`config.mk`:
```
export PLATFORM = sky130hd
export DESIGN_NAME = tw_cfg_slave
export DESIGN_NICKNAME = d
export VERILOG_FILES = /design/src/rtl/tw_cfg_pkg.sv /design/src/rtl/tw_sync.sv /design/src/rtl/tw_shift.sv /design/src/rtl/tw_regfile.sv /design/src/rtl/tw_enables.sv /design/src/rtl/tw_cfg_slave.sv
export SDC_FILE = /design/constraint.sdc
export NUM_CORES = 1
export LEC_CHECK = 0
export BUFFER_PORTS_ARGS = -buffer_cell sky130_fd_sc_hd__buf_4
export CORE_ASPECT_RATIO = 0.5
export CORE_UTILIZATION = 25
export CTS_BUF_LIST = sky130_fd_sc_hd__clkbuf_16
export CTS_CLUSTER_DIAMETER = 80
export DETAILED_ROUTE_END_ITERATION = 6
export HOLD_SLACK_MARGIN = 0.12
export SYNTH_ARGS = -nofsm -noshare
export SYNTH_HDL_FRONTEND = slang
export SYNTH_SLANG_ARGS = --single-unit
```
`constraint.sdc`:
```
create_clock -name clk -period 1.8 [get_ports clk]
set_clock_uncertainty 0.15 [all_clocks]
set_input_delay 0 -clock clk [delete_from_list [all_inputs] [get_ports clk]]
set_output_delay 0 -clock clk [all_outputs]
set_load 0.02 [all_outputs]
```
`src/rtl/tw_cfg_pkg.sv`:
```
// Package: widths, field positions and power-up values shared by the
// three-wire configuration slave. Assumes a 2-bit address in the word LSBs.
package tw_cfg_pkg;
    localparam int WORD_W = 16;
    localparam int ADDR_W = 2;
    localparam int PAY_W  = WORD_W - ADDR_W;
    localparam int FRAC_W = 2 * PAY_W;
    localparam int INT_W  = 8;
    localparam int AUXD_W = PAY_W - INT_W;
    localparam int NSW    = 3;
    localparam int CFGA_W = PAY_W - NSW;

    // Position of each software control bit inside the address-3 payload
    localparam int BE_POS = 0;
    localparam int TE_POS = 1;
    localparam int PD_POS = 2;

    localparam logic [INT_W-1:0] INT_RST = 8'd35;
    localparam logic [PAY_W-1:0] CFG_RST = PAY_W'(14'b00_0000_0000_0110);

    typedef enum logic [ADDR_W-1:0] {
        A_FRAC_HI = 2'b00,
        A_FRAC_LO = 2'b01,
        A_DIVIDE  = 2'b10,
        A_CONFIG  = 2'b11
    } reg_addr_t;
endpackage

```
`src/rtl/tw_sync.sv`:
```
// Module: tw_sync
// Brings N asynchronous lines into the clk domain through two flops. It adds
// a third flop for edge detection and reports synced levels, rises and falls.
// Assumes each input level is held for at least two clk periods.
module tw_sync #(
    parameter int N = 3,
    parameter logic [N-1:0] RST_VAL = '0
) (
    input  logic         clk,
    input  logic         rst_n,
    input  logic [N-1:0] async_in,
    output logic [N-1:0] lvl,
    output logic [N-1:0] rise,
    output logic [N-1:0] fall
);
    logic [N-1:0] st1, st2, st3;

    // Three-stage shift of every line: two for metastability, one for edges
    always_ff @(posedge clk) begin
        if (!rst_n) begin
            st1 <= RST_VAL;
            st2 <= RST_VAL;
            st3 <= RST_VAL;
        end else begin
            st1 <= async_in;
            st2 <= st1;
            st3 <= st2;
        end
    end

    // Edge flags per line
    always_comb begin
        lvl  = st2;
        rise = st2 & ~st3;
        fall = ~st2 & st3;
    end

    // An edge flag is a single-cycle pulse
    genvar gi;
    generate
        for (gi = 0; gi < N; gi++) begin : g_chk
            rise_pulse_chk: assert property (@(posedge clk) disable iff (!rst_n)
                rise[gi] |=> !rise[gi]);
        end
    endgenerate
endmodule

```
`src/rtl/tw_shift.sv`:
```
// Module: tw_shift
// Serial-in shift register for one word, MSB first. Shifts one bit per
// qualified serial clock edge. Its contents are never cleared, so a short
// transfer keeps the older bits moved up.
module tw_shift #(
    parameter int W = 16
) (
    input  logic         clk,
    input  logic         rst_n,
    input  logic         shift_en,
    input  logic         din,
    output logic [W-1:0] word
);
    // Shift in a new bit at the LSB on each qualified edge
    always_ff @(posedge clk) begin
        if (!rst_n)
            word <= '0;
        else if (shift_en)
            word <= {word[W-2:0], din};
    end

    // the contents hold whenever no qualified edge arrives

    hold_chk: assert property (@(posedge clk) disable iff (!rst_n)
        !shift_en |=> $stable(word));
endmodule

```
`src/rtl/tw_regfile.sv`:
```
// Module: tw_regfile
// The four addressed configuration registers. On a write strobe, the payload
// goes to the register that the word's low address bits select. Assumes the
// strobe is one cycle wide.
module tw_regfile
    import tw_cfg_pkg::*;
(
    input  logic              clk,
    input  logic              rst_n,
    input  logic              wr_en,
    input  logic [WORD_W-1:0] word,
    output logic [FRAC_W-1:0] frac_word,
    output logic [INT_W-1:0]  int_div,
    output logic [AUXD_W-1:0] aux_div,
    output logic [PAY_W-1:0]  cfg_pay
);
    reg_addr_t        addr;
    logic [PAY_W-1:0] pay;

    // Split the word into address and payload
    always_comb begin
        addr = reg_addr_t'(word[ADDR_W-1:0]);
        pay  = word[WORD_W-1:ADDR_W];
    end

    // Address decode and register update
    always_ff @(posedge clk) begin
        if (!rst_n) begin
            frac_word <= '0;
            int_div   <= INT_RST;
            aux_div   <= '0;
            cfg_pay   <= CFG_RST;
        end else if (wr_en) begin
            case (addr)
                A_FRAC_HI: frac_word[FRAC_W-1:PAY_W] <= pay;
                A_FRAC_LO: frac_word[PAY_W-1:0]      <= pay;
                A_DIVIDE:  {aux_div, int_div}        <= pay;
                default:   cfg_pay                   <= pay;
            endcase
        end
    end


    commit_only_chk: assert property (@(posedge clk) disable iff (!rst_n)
        !wr_en |=> $stable({frac_word, int_div, aux_div, cfg_pay}));

    frac_hi_load_chk: assert property (@(posedge clk) disable iff (!rst_n)
        (wr_en && word[ADDR_W-1:0] == 2'b00) |=>
        (frac_word[FRAC_W-1:PAY_W] == $past(word[WORD_W-1:ADDR_W])) && $stable(int_div));
endmodule

```
`src/rtl/tw_enables.sv`:
```
// Module: tw_enables
// Combines the hardware enable pins with the software control bits into the
// per-subsystem enables. It is purely combinational, so a pin change shows
// within the same cycle.
module tw_enables (
    input  logic clk,
    input  logic rst_n,
    input  logic hw_shdn_n,
    input  logic hw_txen,
    input  logic hw_synen,
    input  logic hw_bufen,
    input  logic sw_pd,
    input  logic sw_te,
    input  logic sw_be,
    output logic core_en,
    output logic mod_en,
    output logic syn_en,
    output logic buf_en
);
    // Gate each subsystem with its pin, its bit and the shared power gate
    always_comb begin
        core_en = hw_shdn_n & sw_pd;
        mod_en  = core_en & hw_txen & sw_te;
        syn_en  = core_en & hw_synen;
        buf_en  = core_en & hw_bufen & sw_be;
    end


    mod_core_chk: assert property (@(posedge clk) disable iff (!rst_n)
        mod_en |-> (hw_shdn_n && hw_txen));

    shdn_all_off_chk: assert property (@(posedge clk) disable iff (!rst_n)
        !hw_shdn_n |-> !(mod_en || syn_en || buf_en));
endmodule

```
`src/rtl/tw_cfg_slave.sv`:
```
// Module: tw_cfg_slave (top)
// Three-wire serial configuration slave. It synchronizes the bus, shifts
// words in, commits them on an enable rise, and drives the subsystem
// enables. Assumes each bus phase lasts at least two clk periods.
module tw_cfg_slave
    import tw_cfg_pkg::*;
(
    input  logic              clk,
    input  logic              rst_n,
    input  logic              sclk,
    input  logic              sdata,
    input  logic              sen_n,
    input  logic              hw_shdn_n,
    input  logic              hw_txen,
    input  logic              hw_synen,
    input  logic              hw_bufen,
    output logic [FRAC_W-1:0] frac_word,
    output logic [INT_W-1:0]  int_div,
    output logic [AUXD_W-1:0] aux_div,
    output logic [CFGA_W-1:0] cfg_aux,
    output logic              core_en,
    output logic              mod_en,
    output logic              syn_en,
    output logic              buf_en
);
    localparam int IDX_CLK = 0;
    localparam int IDX_DAT = 1;
    localparam int IDX_EN  = 2;

    logic [2:0]        s_lvl, s_rise, s_fall;
    logic              shift_en, wr_en;
    logic [WORD_W-1:0] shreg;
    logic [PAY_W-1:0]  cfg_pay;

    tw_sync #(.N(3), .RST_VAL(3'b100)) u_sync (
        .clk      (clk),
        .rst_n    (rst_n),
        .async_in ({sen_n, sdata, sclk}),
        .lvl      (s_lvl),
        .rise     (s_rise),
        .fall     (s_fall)
    );

    // Qualify shift and commit with the enable level and the shutdown pin
    always_comb begin
        shift_en = s_rise[IDX_CLK] & ~s_lvl[IDX_EN] & hw_shdn_n;
        wr_en    = s_rise[IDX_EN] & hw_shdn_n;
    end

    tw_shift #(.W(WORD_W)) u_shift (
        .clk      (clk),
        .rst_n    (rst_n),
        .shift_en (shift_en),
        .din      (s_lvl[IDX_DAT]),
        .word     (shreg)
    );

    tw_regfile u_regs (
        .clk       (clk),
        .rst_n     (rst_n),
        .wr_en     (wr_en),
        .word      (shreg),
        .frac_word (frac_word),
        .int_div   (int_div),
        .aux_div   (aux_div),
        .cfg_pay   (cfg_pay)
    );

    // Opaque part of the configuration payload
    always_comb cfg_aux = cfg_pay[PAY_W-1:NSW];

    tw_enables u_en (
        .clk       (clk),
        .rst_n     (rst_n),
        .hw_shdn_n (hw_shdn_n),
        .hw_txen   (hw_txen),
        .hw_synen  (hw_synen),
        .hw_bufen  (hw_bufen),
        .sw_pd     (cfg_pay[PD_POS]),
        .sw_te     (cfg_pay[TE_POS]),
        .sw_be     (cfg_pay[BE_POS]),
        .core_en   (core_en),
        .mod_en    (mod_en),
        .syn_en    (syn_en),
        .buf_en    (buf_en)
    );

    // a commit never happens while the shutdown pin is low

    shdn_no_commit_chk: assert property (@(posedge clk) disable iff (!rst_n)
        !hw_shdn_n |-> !wr_en);
    // The serial clock never rises and falls in the same cycle
    sclk_edge_chk: assert property (@(posedge clk) disable iff (!rst_n)
        !(s_rise[IDX_CLK] && s_fall[IDX_CLK]));
endmodule

```
==> results of run 1 <==
## worst register-to-register path, cell delays in order (launching register included)
cell and delay (ns):
dfxtp_1 0.39, nand4b_2 0.15, or2_1 0.35, buf_4 0.25, mux2i_1 0.13
## worst paths after layout
path                                               start                         endpoint  slack, ns  depth (start not counted)
worst min-delay path                             hw_txen                           mod_en       0.20                          3
worst min register to register  u_sync.st1[2]$_SDFF_PN1_         u_sync.lvl[2]$_SDFF_PN1_       0.26                          1
worst max register to register  u_sync.lvl[2]$_SDFF_PN1_  u_regs.cfg_pay[11]$_SDFFE_PN0P_       0.26                          4
worst max-delay path                               rst_n         u_sync.st1[2]$_SDFF_PN1_       0.16                          5
## routing by layer
| layer | wire length (µm) | vias up | share of wire, % |
|---|---|---|---|
| met2 | 3200 | 24 | 47 |
| met4 | 50 | 0 | 0.73 |
| met1 | 3360 | 1036 | 49 |
| li1 | - | 1134 | - |
| met3 | 200 | 4 | 2.9 |
| met5 | 0 | - | 0 |
## cells by family after synthesis
logic type / share of synthesized area (%)
AO/OA/AOI/OAI: 5.26
buffers and inverters: 5.43
flip-flops: 53.4
multiplexers: 17.4
AND/OR/NAND/NOR: 18.5
## final cells by class
type / count / area [µm²]
clock inverter: 7 / 120
fill: 1150 / 7270
clock buffer: 9 / 225
timing repair buffer: 85 / 653
tap: 159 / 199
sequential: 80 / 1600
multi-input combinational: 197 / 1230
inverter: 4 / 15.0
## cells in the mapped netlist (all sizes together) (3+ instances only)
cell / n
a21boi: 16
dfxtp: 80
mux2i: 52
nand2b: 4
clkbuf: 10
o211ai: 3
and3: 3
nand2: 98
buf: 12
and2: 8
inv: 4
## metrics by stage
stage	instances	hold slack (ns)	area [µm²]	power, mW
6_report	541	0.197	4050	3.96
3_5_place_dp	519	0.0413	3640	1.91
4_1_cts	541	0.198	4050	3.99
3_3_place_gp	519	0.0364	3640	1.91
2_1_floorplan	303	-0.0485	3000	1.87
5_1_grt	541	0.203	4050	4.09
## state kept, by name (all words and copies together) (netlist names)
name              flops
u_regs.frac_word     28
u_shift.word         16
u_regs.cfg_pay       14
u_regs.int_div        8
u_regs.aux_div        6
u_sync.lvl            3
u_sync.st1            3
u_sync.st3            2
## report_power, final
group          internal, mW  switching (mW)  leakage, nW
combinational        0.0463          0.0508        0.836
clock                  1.36           0.723        0.166
sequential             1.78         0.00303        0.646
## repair_timing
item                                    4_1_cts  5_1_grt
endpoints found under the setup margin        0        0
hold endpoints to repair                     39        0
resized for setup                             0        0
hold buffers                                  6        0
==> results.md, run 1 <==
* Share of cells above drive strength 1 at 26.4%
* CP Launch Type: primary input
* First-pass detailed-route iteration total at 4
* Buffers on Ports at 65
* Die Y at 79.4 µm
* Fin crit share at 91.0%
* Main synth FF type: dfxtp_1
* Clk root buf: clkbuf_16
* CTS tree: built
* Area Overhead vs Synth at 35.0%
* Wire length per cell at 12.6 µm
* Post-CTS setup buffer count at 0
* Final HPWL DP at 4830 µm
* Largest cells by area after synthesis: dfxtp_1 53%, mux2i_1 17%, nand2_1 12%
* GR Util met3 at 3.69%
* Maxcap violations at 0
* Initial Util at 26.5%
* Crit path max-delay family: buffers and inverters
* Slew @ Worst Pin at 0.368 ns
* Number of H-tree levels at 3
* Clk slew on worst S/H paths at 0.06 ns
* Slew HR at 75.5%
* Period minus WS final at 1.64 ns
* Met2 usage at 18.4%
* Mapped Cells at 303
* Vias in the first global route at 2,119
* Post-Synthesis Cell Area at 3000 µm²
* Die Wd at 157 µm
* First DRT Iteration DRCs at 150
* Slowest library cell on the worst path: dlygate4sd3_1
* Pwr dens at 978 nW/µm²
* Critical path type: primary input to flip-flop
* Register area share after synthesis at 53.4%
* IO Count at 66
* Clk buf depth at 2
* Avg Inst Size Synth at 9.89 µm²
* Fin. max-slew vios at 0
* Via count at 2,198
* Pin count of the biggest net entering global routing at 34
* Antenna-violating nets left at 0
* Number of synthesized flops with an enable pin at 0
* Slowest stage delay, CP at 0.54 ns
* DIE AREA at 12,500 µm²
* Leading cell type in the layout, fill and taps excluded: nand2_1
* Num Clock Sinks at 80
* Crit path buffers/inverters at 4
* Distinct cells, synth at 30
* Synth top area share at 53.4%
* Max Freq at 0.611 GHz
* Core Footprint at 11,300 µm²
* Core Util, Final at 35.8%
* Worst min-delay path class: primary input to output pin
* RSZ-0062 raised after global routing: false
* Critical path endpoint category: flip-flop
* Final WS setup at 0.162 ns
* Worst VDD drop at 391 µV
* First-pass GRT wire length at 10,800 µm
* Arrival time worst endpoint at 1.70 ns
* DR vias/cell at 4.06
* Rows at 27
* Total global-route track usage at 11.5%
* DRC Markers at 0
* Pleak at 1.65 nW
* GR peak layer: met2
* TritonCTS buffer count at 9
* GRT overflow at 0
* Ant. Diodes at 0
* Final hold violation count at 0
* Crit-path cells: dlygate4sd3_1 -> buf_4 -> buf_4 -> nand2b_1 -> dlygate4sd3_1
* Net count, final at 386
* Register bit count reported by yosys at 80
* Clk_lat worst skew at 0.33 ns
* RePlAce Congestion at 0.705
* Initial antenna violation count at 0
* Final setup violation count at 0
* Most frequent cells in the layout: 98 x nand2_1, 80 x dfxtp_1, 79 x buf_4, 52 x mux2i_1, 14 x a21boi_0
* Area leader, netlist: dfxtp_1
* Sum Neg Setup Slack at 0 ns
* Syn Nets at 312
* Yosys warnings at 0
* Worst slack at placement at 0.258 ns
* DRT Wirelength at 6810 µm
* Status: finished clean
* Crit path max fanout at 33
* Async set-reset flop share out of synthesis at 0%
* CP required at 1.86 ns
* Met1 usage at 14.6%
Note: power is estimated with default switching activity, not from simulation.
==> run 2: changes to the inputs <==
CORE_MARGIN = 2   (was default)
MAX_ROUTING_LAYER = met4   (was default)
==> results.md, run 2 (synthesized netlist as in run 1, its figures left out) <==
* Buffers on Ports at 65 (unchanged)
* Number of H-tree levels at 3 (unchanged)
* Leading cell type in the layout, fill and taps excluded: nand2_1
* Slew @ Worst Pin at 0.361 ns (-0.00674 ns)
* Reg with most FFs: u_regs.frac_word
* TritonCTS buffer count at 9 (unchanged)
* CP required at 1.92 ns (+0.06 ns)
* Core Footprint at 11,700 µm² (+3.7%)
* Flop2flop setup slack at 0.33 ns (+0.07 ns)
* Ant. Diodes at 0 (unchanged)
* Share of cells above drive strength 1 at 25.1% (-1.3 points)
* RSZ-0062 raised after global routing: false
* CP Launch Type: primary input
* Num Clock Sinks at 80 (unchanged)
* Fin crit share at 88.2% (-2.8 points)
* CTS tree: built
* Status: finished clean
* Finished Layout Cells at 547 (+1.1%)
* Total global-route track usage at 11.3% (-0.17 points)
* GRT overflow at 0 (unchanged)
* Hold Crit Depth at 3 (unchanged)
* IO Count at 66 (unchanged)
* Clk buf depth at 2 (unchanged)
* Pwr dens at 934 nW/µm² (-4.6%)
* Pleak at 1.64 nW (-0.15%)
* Sum Neg Setup Slack at 0 ns (unchanged)
* DRC Markers at 0 (unchanged)
* Clk slew on worst S/H paths at 0.06 ns (about the same)
* DR vias/cell at 4.04 (-0.65%)
* Slew HR at 75.9% (+0.45 points)
* Hold Path Origin: hw_txen
* DIE AREA at 12,900 µm² (+3.8%)
* FF-to-FF Start: u_sync.lvl[2]$_SDFF_PN1_
* Worst R2R Path Depth at 4 (unchanged)
* Largest registers: u_regs.frac_word x28, u_shift.word x16, u_regs.cfg_pay x14
* Core Util, Final at 34.5% (-1.2 points)
* Post-CTS setup buffer count at 0 (unchanged)
* Rows at 28 (+3.7%)
* Clk_lat worst skew at 0.33 ns (about the same)
* Clk root buf: clkbuf_16
* Wire length per cell at 12.6 µm (-0.20%)
* Final setup violation count at 0 (unchanged)
* Worst min-delay path class: primary input to output pin
* First DRT Iteration DRCs at 132 (-12%)
* Period minus WS final at 1.59 ns (-0.0507 ns)
* WHS Endpoint: mod_en
* Antenna-violating nets left at 0 (unchanged)
* First-pass detailed-route iteration total at 4 (unchanged)
* Max Freq at 0.630 GHz (+3.2%)
* RePlAce Congestion at 0.743 (+5.3%)
* R2r endpoint: u_regs.aux_div[1]$_SDFFE_PN0P_
* Critical path type: primary input to flip-flop
* Area Overhead vs Synth at 35.2%
* Worst VDD drop at 401 µV (+2.4%)
* Largest register FFs at 28 (unchanged)
* Placed instance count at 523 (+0.77%)
* Crit path max fanout at 33 (unchanged)
* First-pass GRT wire length at 11,000 µm (+1.5%)
* Die Y at 81.4 µm (+2.5%)
* Final hold violation count at 0 (unchanged)
* Final HPWL DP at 4790 µm (-0.80%)
* CTS resizes at 0 (unchanged)
* Maxcap violations at 0 (unchanged)
* Most frequent cells in the layout: 98 x nand2_1, 80 x dfxtp_1, 75 x buf_4, 52 x mux2i_1, 14 x a21boi_0
* Die Wd at 159 µm (+1.3%)
* CTS Hold Bufs at 8 (+2)
* Initial Util at 25.5% (-0.95 points)
* Final Instance Area at 4050 µm² (+0.12%)
* Critical path endpoint category: flip-flop
* Arrival time worst endpoint at 1.71 ns (about the same)
* Via count at 2,208 (+0.45%)
* DRT Wirelength at 6880 µm (+0.91%)
* Net count, final at 386 (unchanged)
* Placed Area at 3660 µm² (+0.48%)
* Fin. max-slew vios at 0 (unchanged)
* Vias in the first global route at 2,135 (+0.76%)
* Initial antenna violation count at 0 (unchanged)
* Pin count of the biggest net entering global routing at 34 (unchanged)
## run 2: layout make-up
type	count	area [µm²]
clock buffer	9	225
clock inverter	7	87.6
timing repair buffer	85	683
multi-input combinational	197	1230
sequential	80	1600
fill	1198	7680
inverter	4	15.0
tap	165	206
## run 2: worst max-delay path by stage
stage	start	to	slack (ns)	depth (start not counted)
finish	rst_n	u_sync.st1[1]$_SDFF_PN0_	0.21	5
global route	rst_n	u_sync.st1[1]$_SDFF_PN0_	0.14	5
CTS	rst_n	u_sync.st1[1]$_SDFF_PN0_	0.21	5
detailed placement	u_shift.word[0]$_SDFFE_PN0P_	u_regs.aux_div[3]$_SDFFE_PN0P_	0.32	4
global placement	u_shift.word[0]$_SDFFE_PN0P_	u_regs.aux_div[1]$_SDFFE_PN0P_	0.37	4
floorplan	u_shift.word[0]$_SDFFE_PN0P_	u_regs.frac_word[17]$_SDFFE_PN0P_	0.38	5
## run 2: critical path, cell delays in order
cell	delay (ns)
dlygate4sd3_1	0.53
buf_4	0.28
buf_12	0.23
and2_1	0.14
dlygate4sd3_1	0.53
## run 2: routing by layer
layer / global-route usage [%] / wire length, µm
met5: - / 0
met4: 3.58 / 89
met3: 3.84 / 264
met2: 17.6 / 3160
met1: 14.0 / 3370
## run 2: stage by stage
stage	setup slack (ns)	total power [mW]	hold slack, ns
after floorplan	0.385	1.87	-0.0485
final	0.213	3.78	0.189
after CTS	0.207	3.82	0.190
after global placement	0.368	1.91	0.0354
after global routing	0.141	3.90	0.201
after detailed placement	0.322	1.91	0.0416
## run 2: power by group
| group | leakage [nW] | internal [mW] | total, mW | switching (mW) |
|---|---|---|---|---|
| combinational | 0.843 | 0.0511 | 0.102 | 0.0513 |
| clock | 0.156 | 1.20 | 1.90 | 0.694 |
| sequential | 0.646 | 1.78 | 1.78 | 0.00350 |
| total | 1.64 | 3.03 | 3.78 | 0.749 |
